### src/rtl/fifo_pkg.sv
package fifo_pkg;
  typedef struct packed {
    logic take;
    logic give;
    logic drop;
  } fifo_op_t;
endpackage

### src/rtl/fifo_ctrl.sv
module fifo_ctrl
  import fifo_pkg::*;
#(
  parameter int AW = 6
) (
  input  logic          clk,
  input  logic          rst_n,
  input  logic          flush,
  input  logic          push,
  input  logic          pop,
  output logic          wr_en,
  output logic [AW-1:0] wr_ptr,
  output logic [AW-1:0] rd_ptr,
  output logic [AW:0]   count,
  output logic          empty,
  output logic          lost
);
  localparam int CW    = AW + 1;
  localparam int DEPTH = 1 << AW;

  fifo_op_t      op;
  logic          full;
  logic [AW-1:0] wp_n, rp_n;
  logic [CW-1:0] cnt_n;
  logic          lost_n;

  assign full  = (count == CW'(DEPTH));
  assign empty = (count == '0);

  always_comb begin
    op.give = pop & ~empty;
    op.take = push & (~full | op.give);
    op.drop = push & ~op.take;
  end

  assign wr_en = op.take & ~flush;

  always_comb begin
    wp_n   = wr_ptr;
    rp_n   = rd_ptr;
    cnt_n  = count;
    lost_n = lost;
    if (flush) begin
      wp_n   = '0;
      rp_n   = '0;
      cnt_n  = '0;
      lost_n = 1'b0;
    end else begin
      if (op.take) wp_n = wr_ptr + AW'(1);
      if (op.give) rp_n = rd_ptr + AW'(1);
      case ({op.take, op.give})
        2'b10:   cnt_n = count + CW'(1);
        2'b01:   cnt_n = count - CW'(1);
        default: cnt_n = count;
      endcase
      if (op.drop) lost_n = 1'b1;
    end
  end

  always_ff @(posedge clk or negedge rst_n) begin
    if (!rst_n) begin
      wr_ptr <= '0;
      rd_ptr <= '0;
      count  <= '0;
      lost   <= 1'b0;
    end else begin
      wr_ptr <= wp_n;
      rd_ptr <= rp_n;
      count  <= cnt_n;
      lost   <= lost_n;
    end
  end
endmodule

### src/rtl/fifo_store.sv
module fifo_store #(
  parameter int DW = 8,
  parameter int AW = 6
) (
  input  logic          clk,
  input  logic          wr_en,
  input  logic [AW-1:0] wr_addr,
  input  logic [DW-1:0] wr_data,
  input  logic [AW-1:0] rd_addr,
  output logic [DW-1:0] rd_data
);
  localparam int DEPTH = 1 << AW;

  logic [DW-1:0] mem [DEPTH];

  always_ff @(posedge clk) begin
    if (wr_en) mem[wr_addr] <= wr_data;
  end

  assign rd_data = mem[rd_addr];
endmodule

### src/rtl/fifo_alerts.sv
module fifo_alerts #(
  parameter int AW = 6
) (
  input  logic [AW:0]   count,
  input  logic [AW-1:0] level,
  output logic          hi,
  output logic          lo
);
  localparam int CW    = AW + 1;
  localparam int DEPTH = 1 << AW;

  logic [CW-1:0] space;
  logic [CW-1:0] lvl_w;

  always_comb begin
    space = CW'(DEPTH) - count;
    lvl_w = {1'b0, level};
    hi    = (space <= lvl_w);
    lo    = (count <= lvl_w);
  end
endmodule

### src/rtl/alert_byte_fifo.sv
module alert_byte_fifo #(
  parameter int DW = 8,
  parameter int AW = 6
) (
  input  logic          clk,
  input  logic          rst_n,
  input  logic          flush,
  input  logic          wr_stb,
  input  logic [DW-1:0] wr_byte,
  input  logic          rd_stb,
  output logic [DW-1:0] rd_byte,
  input  logic [AW-1:0] water_lvl,
  output logic [AW:0]   fill_cnt,
  output logic          lost_flag,
  output logic          alert_hi,
  output logic          alert_lo
);
  logic          wr_en;
  logic          empty;
  logic [AW-1:0] wr_ptr, rd_ptr;
  logic [DW-1:0] head;

  fifo_ctrl #(.AW(AW)) u_ctrl (
    .clk    (clk),
    .rst_n  (rst_n),
    .flush  (flush),
    .push   (wr_stb),
    .pop    (rd_stb),
    .wr_en  (wr_en),
    .wr_ptr (wr_ptr),
    .rd_ptr (rd_ptr),
    .count  (fill_cnt),
    .empty  (empty),
    .lost   (lost_flag)
  );

  fifo_store #(.DW(DW), .AW(AW)) u_store (
    .clk     (clk),
    .wr_en   (wr_en),
    .wr_addr (wr_ptr),
    .wr_data (wr_byte),
    .rd_addr (rd_ptr),
    .rd_data (head)
  );

  fifo_alerts #(.AW(AW)) u_alert (
    .count (fill_cnt),
    .level (water_lvl),
    .hi    (alert_hi),
    .lo    (alert_lo)
  );

  assign rd_byte = empty ? '0 : head;
endmodule

### config.mk
export PLATFORM = sky130hd
export DESIGN_NAME = alert_byte_fifo
export DESIGN_NICKNAME = d
export VERILOG_FILES = /design/src/rtl/fifo_pkg.sv /design/src/rtl/fifo_ctrl.sv /design/src/rtl/fifo_store.sv /design/src/rtl/fifo_alerts.sv /design/src/rtl/alert_byte_fifo.sv
export SDC_FILE = /design/constraint.sdc
export NUM_CORES = 1
export LEC_CHECK = 0
export BUFFER_PORTS_ARGS = -buffer_cell sky130_fd_sc_hd__buf_2
export CORE_MARGIN = 2
export CORE_UTILIZATION = 30
export CTS_BUF_LIST = sky130_fd_sc_hd__clkbuf_8 sky130_fd_sc_hd__clkbuf_16
export DETAILED_ROUTE_END_ITERATION = 16
export PLACE_DENSITY = 0.44
export SYNTH_ARGS = -nofsm -noshare
export SYNTH_HDL_FRONTEND = slang
export SYNTH_SLANG_ARGS = --single-unit
### constraint.sdc
create_clock -name clk -period 3.8 [get_ports clk]
set_clock_uncertainty 0.05 [all_clocks]
set_input_delay 0.19 -clock clk [delete_from_list [all_inputs] [get_ports clk]]
set_output_delay 0.19 -clock clk [all_outputs]
set_load 0.01 [all_outputs]
==> flow_summary.yaml, run 1 <==
synthesis:
  yosysSeqAreaShare_pct: 74.1
  yosysTopAreaCellShare_pct: 71.8
  synthArstFlopShare_pct: 3.76
  synthFlopType: "edfxtp_1"
  synth_seq_cells: 532
  synth.area.top_cells: "edfxtp_1 (72%), mux4_2 (10%), mux2i_1 (2.6%)"
  yosysWarnings: 0
  avgSynthCellArea_um2: 18.7
  netlist_area_mm2: 0.0214
  synth-edff-count: 512
  yosysUniqueCellTypes: 49
  synth_top_cell_by_area: "edfxtp_1"
  synth_nets: 1186
  netlist_instances: 1147
clocking:
  clockBufferDepth: 3
  cts_tree: "done"
  cts_made_buffers: 57
  htree_levels: 2
  clk_latency_ps: 620
  numClockSinks: 532
  clk_pin_slew_ps: 60
  cts-root-buf: "clkbuf_16"
  post_cts_buffers: 0
sta:
  slew_headroom_pct: 22.8
  worstMarginPinSlew_ps: 1160
  timing.final.hold_violations: 0
  max_freq_ghz: 0.277
  fin_crit_sh_pct: 95.1
  holdWs_ps: 79.4
  finalSetupViolations: 0
  grt_setup_unrepaired: "false"
  slew_violations: 0
  fin_ws_ps: 187
  fin_tns_setup_ps: 0
  finalCriticalPeriod_ps: 3610
global_route:
  grt_usage_pct: 14.9
  grt_pass1_vias: 11300
  gr-total-overflow: 0
  antenna_found_initial: 0
  grt_max_degree: 65
  grt_pass1_wl_mm: 80.4
worst_setup_path:
  startpoint_type: "register"
  slowest_delay_ps: 620
  cp.required_ps: 3560
  arrival_ps: 3370
  path_class: "register to output port"
  end_kind: "output port"
  cp_slowest_cell: "dfrtp_4"
  crit_fanout: 42
  reg2reg_depth: 13
  path_cells: "buf_12, buf_4, mux2i_1, o22ai_1, a211oi_1, a21oi_1, a22o_1, buf_2"
drt:
  wl_per_cell_um: 24.5
  drc: 0
  wirelength_mm: 55.0
  first_pass_iters: 5
  antenna_left: 0
  avgViaCountPerCell: 4.85
  dr.first_iter.drc_count: 938
  dr_total_vias: 10900
power:
  p_leak_nw: 8.03
  total_power_mw: 14.9
  ir_drop_v: 0.000302
  p_per_area_mw_per_mm2: 599
finish:
  fillers: 6689
  area_growth_pct: 16.3
  layoutNonFillerInstCount: 2247
  n_antenna_cell: 0
  final_util_pct: 35.4
  fin_area_mm2: 0.0249
  drive_above_1_share_pct: 23.2
  regArea_mm2: 0.0159
  multi_input_comb_area_mm2: 0.00515
  nets: 1298
placed_design:
  dp_cells: 2135
  dp_hpwl_mm: 33.7
  place_ws_ps: 275
  post_dp_cell_area_mm2: 0.0230
  globalplace.congestion: 0.751
  port_buffers: 36
run:
  maxCapViolations: 0
die:
  die_y_um: 271
  rows: 97
  io_pins: 37
  die-area_mm2: 0.0736
  dieWidth_um: 271
  core_area_mm2: 0.0704
  initial_core_util_pct: 30.4
status:
  status: "finished clean"
hold_path:
  hold_class: "input port to async pin"
sequential cells by signal, indices dropped and copies added, names as in the netlist:
signal,flops
u_ctrl.wr_ptr,6
u_ctrl.count,7
u_ctrl.lost,1
u_store.mem,512
u_ctrl.rd_ptr,6
power breakdown:
part | switching (mW) | total (mW) | leakage, nW | internal (mW)
Combinational | 1.63 | 2.87 | 2.20 | 1.24
Sequential | 0.113 | 6.60 | 4.87 | 6.49
Clock | 2.28 | 5.43 | 0.961 | 3.16
Total | 4.02 | 14.9 | 8.03 | 10.9
synth_stat cells, types with 3 or more instances:
cell type  count
nor2b_1        8
a22o_1         8
a21o_1         4
buf_6         12
mux2_2        14
nand3_1       12
dfrtp_1       20
buf_1          4
a31oi_1        8
o221ai_1       3
clkbuf_1      25
a21oi_1       38
buf_4          4
nor3_1         3
nor2_1        91
o21ai_0       15
nand2_1       47
o211ai_1       7
nand3b_1       4
buf_2         14
edfxtp_1     512
a211oi_1      17
ha_1          19
and3_1         3
xor2_1         8
a22oi_1       32
mux4_2        96
xnor2_1       10
mux2i_1       56
nand4_1        3
o22ai_1       17
inv_1         11
path summary, 6_finish.rpt:
kind                                                 to                         start  slack [ps]
setup / recovery                             rd_byte[2]  u_ctrl.rd_ptr[0]$_DFFE_PN0P_         190
hold / removal              u_ctrl.count[2]$_DFFE_PN0P_                         rst_n          80
setup reg to reg            u_ctrl.count[6]$_DFFE_PN0P_   u_ctrl.count[0]$_DFFE_PN0P_         310
hold reg to reg            u_ctrl.rd_ptr[5]$_DFFE_PN0P_  u_ctrl.rd_ptr[5]$_DFFE_PN0P_         520
max in group asynchronous  u_ctrl.rd_ptr[0]$_DFFE_PN0P_                         rst_n        3190
min in group clk           u_store.mem[43][3]$_DFFE_PP_                    wr_byte[3]          80
layer usage:
layer	share of wire, %	vias up	GRT usage (%)
met1	46	5785	21.2
met2	48	205	23.8
met3	4.3	52	2.78
met5	0	-	0
met4	1.5	0	3.25
li1	-	4863	-
critical path: cells and delay by family, from the launching register on:
| kind | cells | cell delay, ps |
|---|---|---|
| flip-flops | 1 | 620 |
| AO/OA/AOI/OAI | 4 | 970 |
| multiplexers | 1 | 230 |
| buffers and inverters | 3 | 810 |
cell usage in the layout, fill, tap and decap left out, drive strengths merged, types with 3 or more instances in the layout:
| master | synthesis | layout |
|---|---|---|
| a21oi | 39 | 39 |
| nor2 | 91 | 91 |
| xnor2 | 10 | 10 |
| o211ai | 7 | 7 |
| xor2 | 8 | 8 |
| o22ai | 17 | 17 |
| nand3b | 4 | 4 |
| inv | 11 | 32 |
| mux2i | 56 | 56 |
| edfxtp | 512 | 512 |
| nand4 | 3 | 3 |
| mux2 | 14 | 14 |
| o21a | 3 | 3 |
| a21o | 4 | 4 |
| nor2b | 8 | 8 |
| buf | 35 | 108 |
| and3 | 3 | 3 |
| o21ai | 16 | 16 |
| mux4 | 96 | 96 |
| nand3 | 12 | 12 |
| bufinv | 0 | 6 |
| dlygate4sd3 | 0 | 5 |
| a211oi | 17 | 17 |
| nand2 | 49 | 49 |
| clkinv | 0 | 21 |
| o221ai | 3 | 3 |
| ha | 19 | 19 |
| a22oi | 32 | 32 |
| clkbuf | 25 | 58 |
| nor3 | 4 | 4 |
| a22o | 8 | 8 |
| dfrtp | 20 | 20 |
| a31oi | 8 | 8 |
cells by family (layout without fill, tap and decap cells):
family,after synthesis,in the layout,synth area share [%]
flip-flops,532,532,74.1
AND/OR/NAND/NOR,183,183,3.76
adder cells (fa/ha/maj),20,20,1.20
XOR/XNOR,18,18,0.736
AO/OA/AOI/OAI,157,157,4.88
buffers and inverters,71,231,1.87
multiplexers,166,166,13.4
cell type report:
class / instances / share of cell area, %
clock buffer: 58 / 5.83
clock inverter: 49 / 1.52
inverter: 11 / 0.166
multi-input combinational: 544 / 20.7
sequential: 532 / 63.8
tap: 940 / 4.72
timing repair buffer: 113 / 3.30
what timing repair did:
item	in CTS	in global routing
resized for setup	0	1
hold buffers	5	0
setup endpoints to repair	0	1
hold endpoints to repair	37	0
(Power assumes the default switching activity.)
==> run 2, diff against run 1 <==
--- a/config.mk
+++ b/config.mk
@@ -11,6 +11,8 @@
 export CTS_BUF_LIST = sky130_fd_sc_hd__clkbuf_8 sky130_fd_sc_hd__clkbuf_16
 export DETAILED_ROUTE_END_ITERATION = 16
 export PLACE_DENSITY = 0.44
+export RECOVER_POWER = 50
 export SYNTH_ARGS = -nofsm -noshare
 export SYNTH_HDL_FRONTEND = slang
 export SYNTH_SLANG_ARGS = --single-unit
+export TNS_END_PERCENT = 5
==> run 2 against run 1 <==
Utilization down 0.078 points. Clock-buffer cell count unchanged. The run now ends with max-capacitance violations, max-slew violations left. Sequential cell count unchanged.
==> flow_summary.yaml, run 2 (synthesis gave the netlist of run 1 again) <==
power:
  ir_drop_v: 0.000302
  seq_power_share_pct: 44.4
  p_int_mw: 10.9
  clock_power_share_pct: 36.5
  p_per_area_mw_per_mm2: 599
  p_comb_share_pct: 19.1
  p_leak_nw: 7.95
  power_switching_mw: 4.02
  power_switching_share_pct: 27.0
worst_setup_path:
  crit_buf_inv: 3
  end_kind: "output port"
  arrival_ps: 3370
  worstSetupStartpoint: "u_ctrl.rd_ptr[0]$_DFFE_PN0P_"
  cp_slowest_cell: "dfrtp_4"
  r2r_start: "u_ctrl.count[0]$_DFFE_PN0P_"
  slowest_delay_ps: 610
  critPathTopFamily: "compound AO/OA/AOI/OAI gates"
  crit_fanout: 42
  crit_cells: 8
  path_cells: "buf_12, buf_4, mux2i_1, o22ai_1, a211oi_1, a21oi_1, a22o_1, buf_2"
  path_class: "register to output port"
  reg2reg_depth: 13
  cp.required_ps: 3560
  startpoint_type: "register"
die:
  initial_core_util_pct: 30.4
  core_area_mm2: 0.0704
  io_pins: 37
  rows: 97
  die-area_mm2: 0.0736
  die_y_um: 271
  dieWidth_um: 271
sta:
  max_freq_ghz: 0.277
  finalCriticalPeriod_ps: 3610
  fin_tns_setup_ps: 0
  grt_setup_unrepaired: "false"
  fin_ws_ps: 188
  timing.final.hold_violations: 0
  slew_headroom_pct: -125
  slew_violations: 370
  fin_crit_sh_pct: 95.0
  finalSetupViolations: 0
  worstMarginPinSlew_ps: 3380
placed_design:
  post_dp_cell_area_mm2: 0.0230
  port_buffers: 36
  place_ws_ps: 275
  globalplace.congestion: 0.751
  dp_hpwl_mm: 33.7
global_route:
  gr-total-overflow: 0
  grt_usage_pct: 14.9
  grt_pass1_wl_mm: 80.4
  grt_pass1_vias: 11300
  antenna_found_initial: 0
  grt_max_degree: 65
run:
  maxCapViolations: 8
status:
  failed_checks: "max-capacitance violations, max-slew violations"
  status: "finished, violations left"
drt:
  dr_total_vias: 10900
  dr.first_iter.drc_count: 915
  wirelength_mm: 54.8
  drc: 0
  antenna_left: 0
  avgViaCountPerCell: 4.85
  first_pass_iters: 5
  wl_per_cell_um: 24.4
finish:
  nets: 1298
  layout_common_cells: "edfxtp_1 (512), mux4_2 (96), nor2_1 (91), clkbuf_16 (58), buf_4 (58)"
  regArea_mm2: 0.0159
  fin_area_mm2: 0.0248
  largest_register_ffs: 512
  regMostFlops: "u_store.mem"
  area_growth_pct: 16.0
  drive_above_1_share_pct: 21.3
  final_common_cell: "edfxtp_1"
  fillers: 6696
  reg_top3: "u_store.mem x512, u_ctrl.count x7"
  multi_input_comb_area_mm2: 0.00515
  n_antenna_cell: 0
clocking:
  cts-root-buf: "clkbuf_16"
  numClockSinks: 532
  htree_levels: 2
  clockBufferDepth: 3
  cts_made_buffers: 57
  clk_latency_ps: 620
  clk_pin_slew_ps: 60
  cts_tree: "done"
hold_path:
  hold_class: "input port to async pin"
## run 2: layout make-up
type / count / area share (%)
well taps: 940 / 4.73
clock buffers: 58 / 5.84
inverters: 11 / 0.166
clock inverters: 49 / 1.52
multi-input cells: 544 / 20.7
repair buffers: 113 / 3.08
flip-flops and latches: 532 / 63.9
## run 2: power groups by stage
stage	clock network, mW	registers [mW]	logic (mW)
2_1_floorplan	0	6.68	1.92
3_3_place_gp	0	6.72	2.94
3_5_place_dp	0	6.72	2.93
4_1_cts	5.57	6.60	2.94
5_1_grt	5.81	6.62	3.11
6_report	5.43	6.61	2.85
## run 2: timing repair
action                                  4_1_cts  5_1_grt
setup buffers                                 0        0
endpoints found under the hold margin        37        0
hold buffers                                  5        0
resized for setup                             0        1
endpoints found under the setup margin        0        1
## run 2: layer usage
metal,vias to the layer above,track usage [%],share of wire (%),wire length [um]
met5,-,0,0,0
met4,0,3.25,1.5,846
met3,53,2.78,4.2,2290
met2,226,23.8,48,26100
met1,5751,21.2,47,25600
li1,4860,-,-,-
## run 2: final timing paths
check / to / slack (ps)
min: u_ctrl.count[2]$_DFFE_PN0P_ / 390
min in group clk: u_ctrl.count[6]$_DFFE_PN0P_ / 460
max reg2reg: u_ctrl.count[6]$_DFFE_PN0P_ / 310
max: rd_byte[2] / 190
max in group asynchronous: u_ctrl.rd_ptr[0]$_DFFE_PN0P_ / 2340
min reg2reg: u_ctrl.rd_ptr[5]$_DFFE_PN0P_ / 520
## run 2: per-stage QoR
stage | power (mW) | hold WS [ps] | instances | utilization (%)
after floorplan | 8.60 | -156 | 1147 | -
after detailed placement | 9.65 | 185 | 2135 | 32.7
final | 14.9 | 387 | 2247 | 35.3
after global routing | 15.5 | 462 | 2247 | 35.3
after CTS | 15.1 | 55.7 | 2247 | 35.4
after global placement | 9.66 | 181 | 2135 | 32.7
==> run 3, diff against run 2 <==
--- a/config.mk
+++ b/config.mk
@@ -8,7 +8,6 @@
 export BUFFER_PORTS_ARGS = -buffer_cell sky130_fd_sc_hd__buf_2
 export CORE_MARGIN = 2
 export CORE_UTILIZATION = 30
-export CTS_BUF_LIST = sky130_fd_sc_hd__clkbuf_8 sky130_fd_sc_hd__clkbuf_16
 export DETAILED_ROUTE_END_ITERATION = 16
 export PLACE_DENSITY = 0.44
 export RECOVER_POWER = 50
==> run 3 against run 2 <==
Clock power grew 0.9%. Sequential share of layout area is the same. Critical path depth is the same. Via count is essentially flat. First-iteration DRC count grew 0.11%. Register-to-register slack is essentially flat. Largest cell class unchanged. The flow still finishes with violations (max-capacitance violations, max-slew violations). Power grew 0.33%. Routed wire length is essentially flat. Final area is the same. Critical endpoint unchanged. Combinational power is essentially flat. Die area is the same.
==> flow_summary.yaml, run 3 (synthesis gave the netlist of run 1 again) <==
clocking:
  clk_pin_slew_ps: 60
  cts_made_buffers: 57
  htree_levels: 2
  cts_tree: "done"
  clk_latency_ps: 620
  cts-root-buf: "clkbuf_16"
  numClockSinks: 532
  clockBufferDepth: 3
finish:
  largest_register_ffs: 512
  fillers: 6696
  nets: 1298
  regArea_mm2: 0.0159
  reg_top3: "u_store.mem x512, u_ctrl.count x7"
  regMostFlops: "u_store.mem"
  final_common_cell: "edfxtp_1"
  n_antenna_cell: 0
  multi_input_comb_area_mm2: 0.00515
  layout_common_cells: "edfxtp_1 (512), mux4_2 (96), nor2_1 (91), clkbuf_16 (58), buf_4 (58)"
  drive_above_1_share_pct: 21.3
  area_growth_pct: 16.0
placed_design:
  port_buffers: 36
  globalplace.congestion: 0.751
  dp_hpwl_mm: 33.7
global_route:
  grt_pass1_wl_mm: 80.4
  grtUsageMet3_pct: 2.78
  gr-total-overflow: 0
  grt_pass1_vias: 11300
  grtUsageMet2_pct: 23.8
  grt-busiest-layer: "met2"
  grt_usage_pct: 14.9
  grtUsageMet1_pct: 21.2
  antenna_found_initial: 0
  grt_max_degree: 65
worst_setup_path:
  cp_slowest_cell: "dfrtp_4"
  slowest_delay_ps: 610
  cp.required_ps: 3560
  path_class: "register to output port"
  path_cells: "buf_12, buf_4, mux2i_1, o22ai_1, a211oi_1, a21oi_1, a22o_1, buf_2"
  arrival_ps: 3370
  crit_fanout: 42
  startpoint_type: "register"
  end_kind: "output port"
drt:
  dr_total_vias: 10900
  first_pass_iters: 5
  dr.first_iter.drc_count: 916
  antenna_left: 0
  drc: 0
  wl_per_cell_um: 24.4
  wirelength_mm: 54.8
  avgViaCountPerCell: 4.84
die:
  die-area_mm2: 0.0736
  io_pins: 37
  die_y_um: 271
  dieWidth_um: 271
  initial_core_util_pct: 30.4
  core_area_mm2: 0.0704
  rows: 97
sta:
  worstMarginPinSlew_ps: 3380
  finalSetupViolations: 0
  slew_violations: 370
  finalCriticalPeriod_ps: 3610
  fin_crit_sh_pct: 94.9
  slew_headroom_pct: -125
  grt_setup_unrepaired: "false"
  holdWs_ps: 388
  max_freq_ghz: 0.277
  fin_tns_setup_ps: 0
  timing.final.hold_violations: 0
power:
  p_per_area_mw_per_mm2: 601
  p_leak_nw: 7.86
  ir_drop_v: 0.000301
status:
  status: "finished, violations left"
  failed_checks: "max-capacitance violations, max-slew violations"
hold_path:
  hold_class: "input port to async pin"
run:
  maxCapViolations: 8
-- run 3: cell types whose count changed in the layout (fill, tap and decap cells not counted), sizes merged --
| cell | change |
|---|---|
| inv | -20 |
| clkbuf | +20 |
-- run 3: worst paths after layout --
check / start / endpoint / slack (ps) / cells after the start
worst max-delay path: u_ctrl.rd_ptr[0]$_DFFE_PN0P_ / rd_byte[2] / 190 / 8
worst min-delay path: rst_n / u_ctrl.count[2]$_DFFE_PN0P_ / 390 / 2
worst max register to register: u_ctrl.count[0]$_DFFE_PN0P_ / u_ctrl.count[6]$_DFFE_PN0P_ / 310 / 13
worst min register to register: u_ctrl.rd_ptr[5]$_DFFE_PN0P_ / u_ctrl.rd_ptr[5]$_DFFE_PN0P_ / 520 / 2
max in group asynchronous: rst_n / u_ctrl.rd_ptr[0]$_DFFE_PN0P_ / 2330 / 2
min in group clk: wr_stb / u_ctrl.count[6]$_DFFE_PN0P_ / 460 / 4
-- run 3: routing by layer --
layer	vias to the layer above	part of all wire (%)	wire (um)
met2	212	48	26100
met5	-	0	0
met1	5757	47	25700
li1	4863	-	-
met3	53	4.0	2180
met4	0	1.5	846
-- run 3: per-stage QoR --
stage               setup WS [ps]  power (mW)  instances  utilization (%)  instance area [um2]
floorplan                     461        8.60       1147                -                21400
global placement              328        9.66       2135             32.7                23000
detailed placement            275        9.65       2135             32.7                23000
CTS                           133        15.2       2247             35.4                24900
global route                 18.1        15.6       2247             35.3                24800
finish                        194        14.9       2247             35.3                24800
-- run 3: area by class of cell --
type	instances	share of cell area [%]
Sequential cell	532	63.9
Multi-Input combinational cell	544	20.7
Timing Repair Buffer	113	3.08
Inverter	11	0.166
Clock buffer	78	6.14
Tap cell	940	4.73
Clock inverter	29	1.22
-- run 3: report_power, final --
group          internal, mW  leakage [nW]  total, mW  switching, mW
clock network          3.21         0.878       5.48           2.27
logic                  1.22          2.11       2.85           1.63
registers              6.49          4.87       6.61          0.113
-- run 3: critical path: cells and delay by family, from the launching register on --
| family | cells | cell delay [ps] |
|---|---|---|
| DFF | 1 | 610 |
| buffers and inverters | 3 | 810 |
| AOI/OAI and AO/OA | 4 | 960 |
| muxes | 1 | 240 |
-- run 3: repair_timing --
item,in CTS,in global routing
endpoints found under the setup margin,0,1
gates resized for setup,0,1
setup buffers,0,0
hold endpoints to repair,37,0
hold buffers,5,0
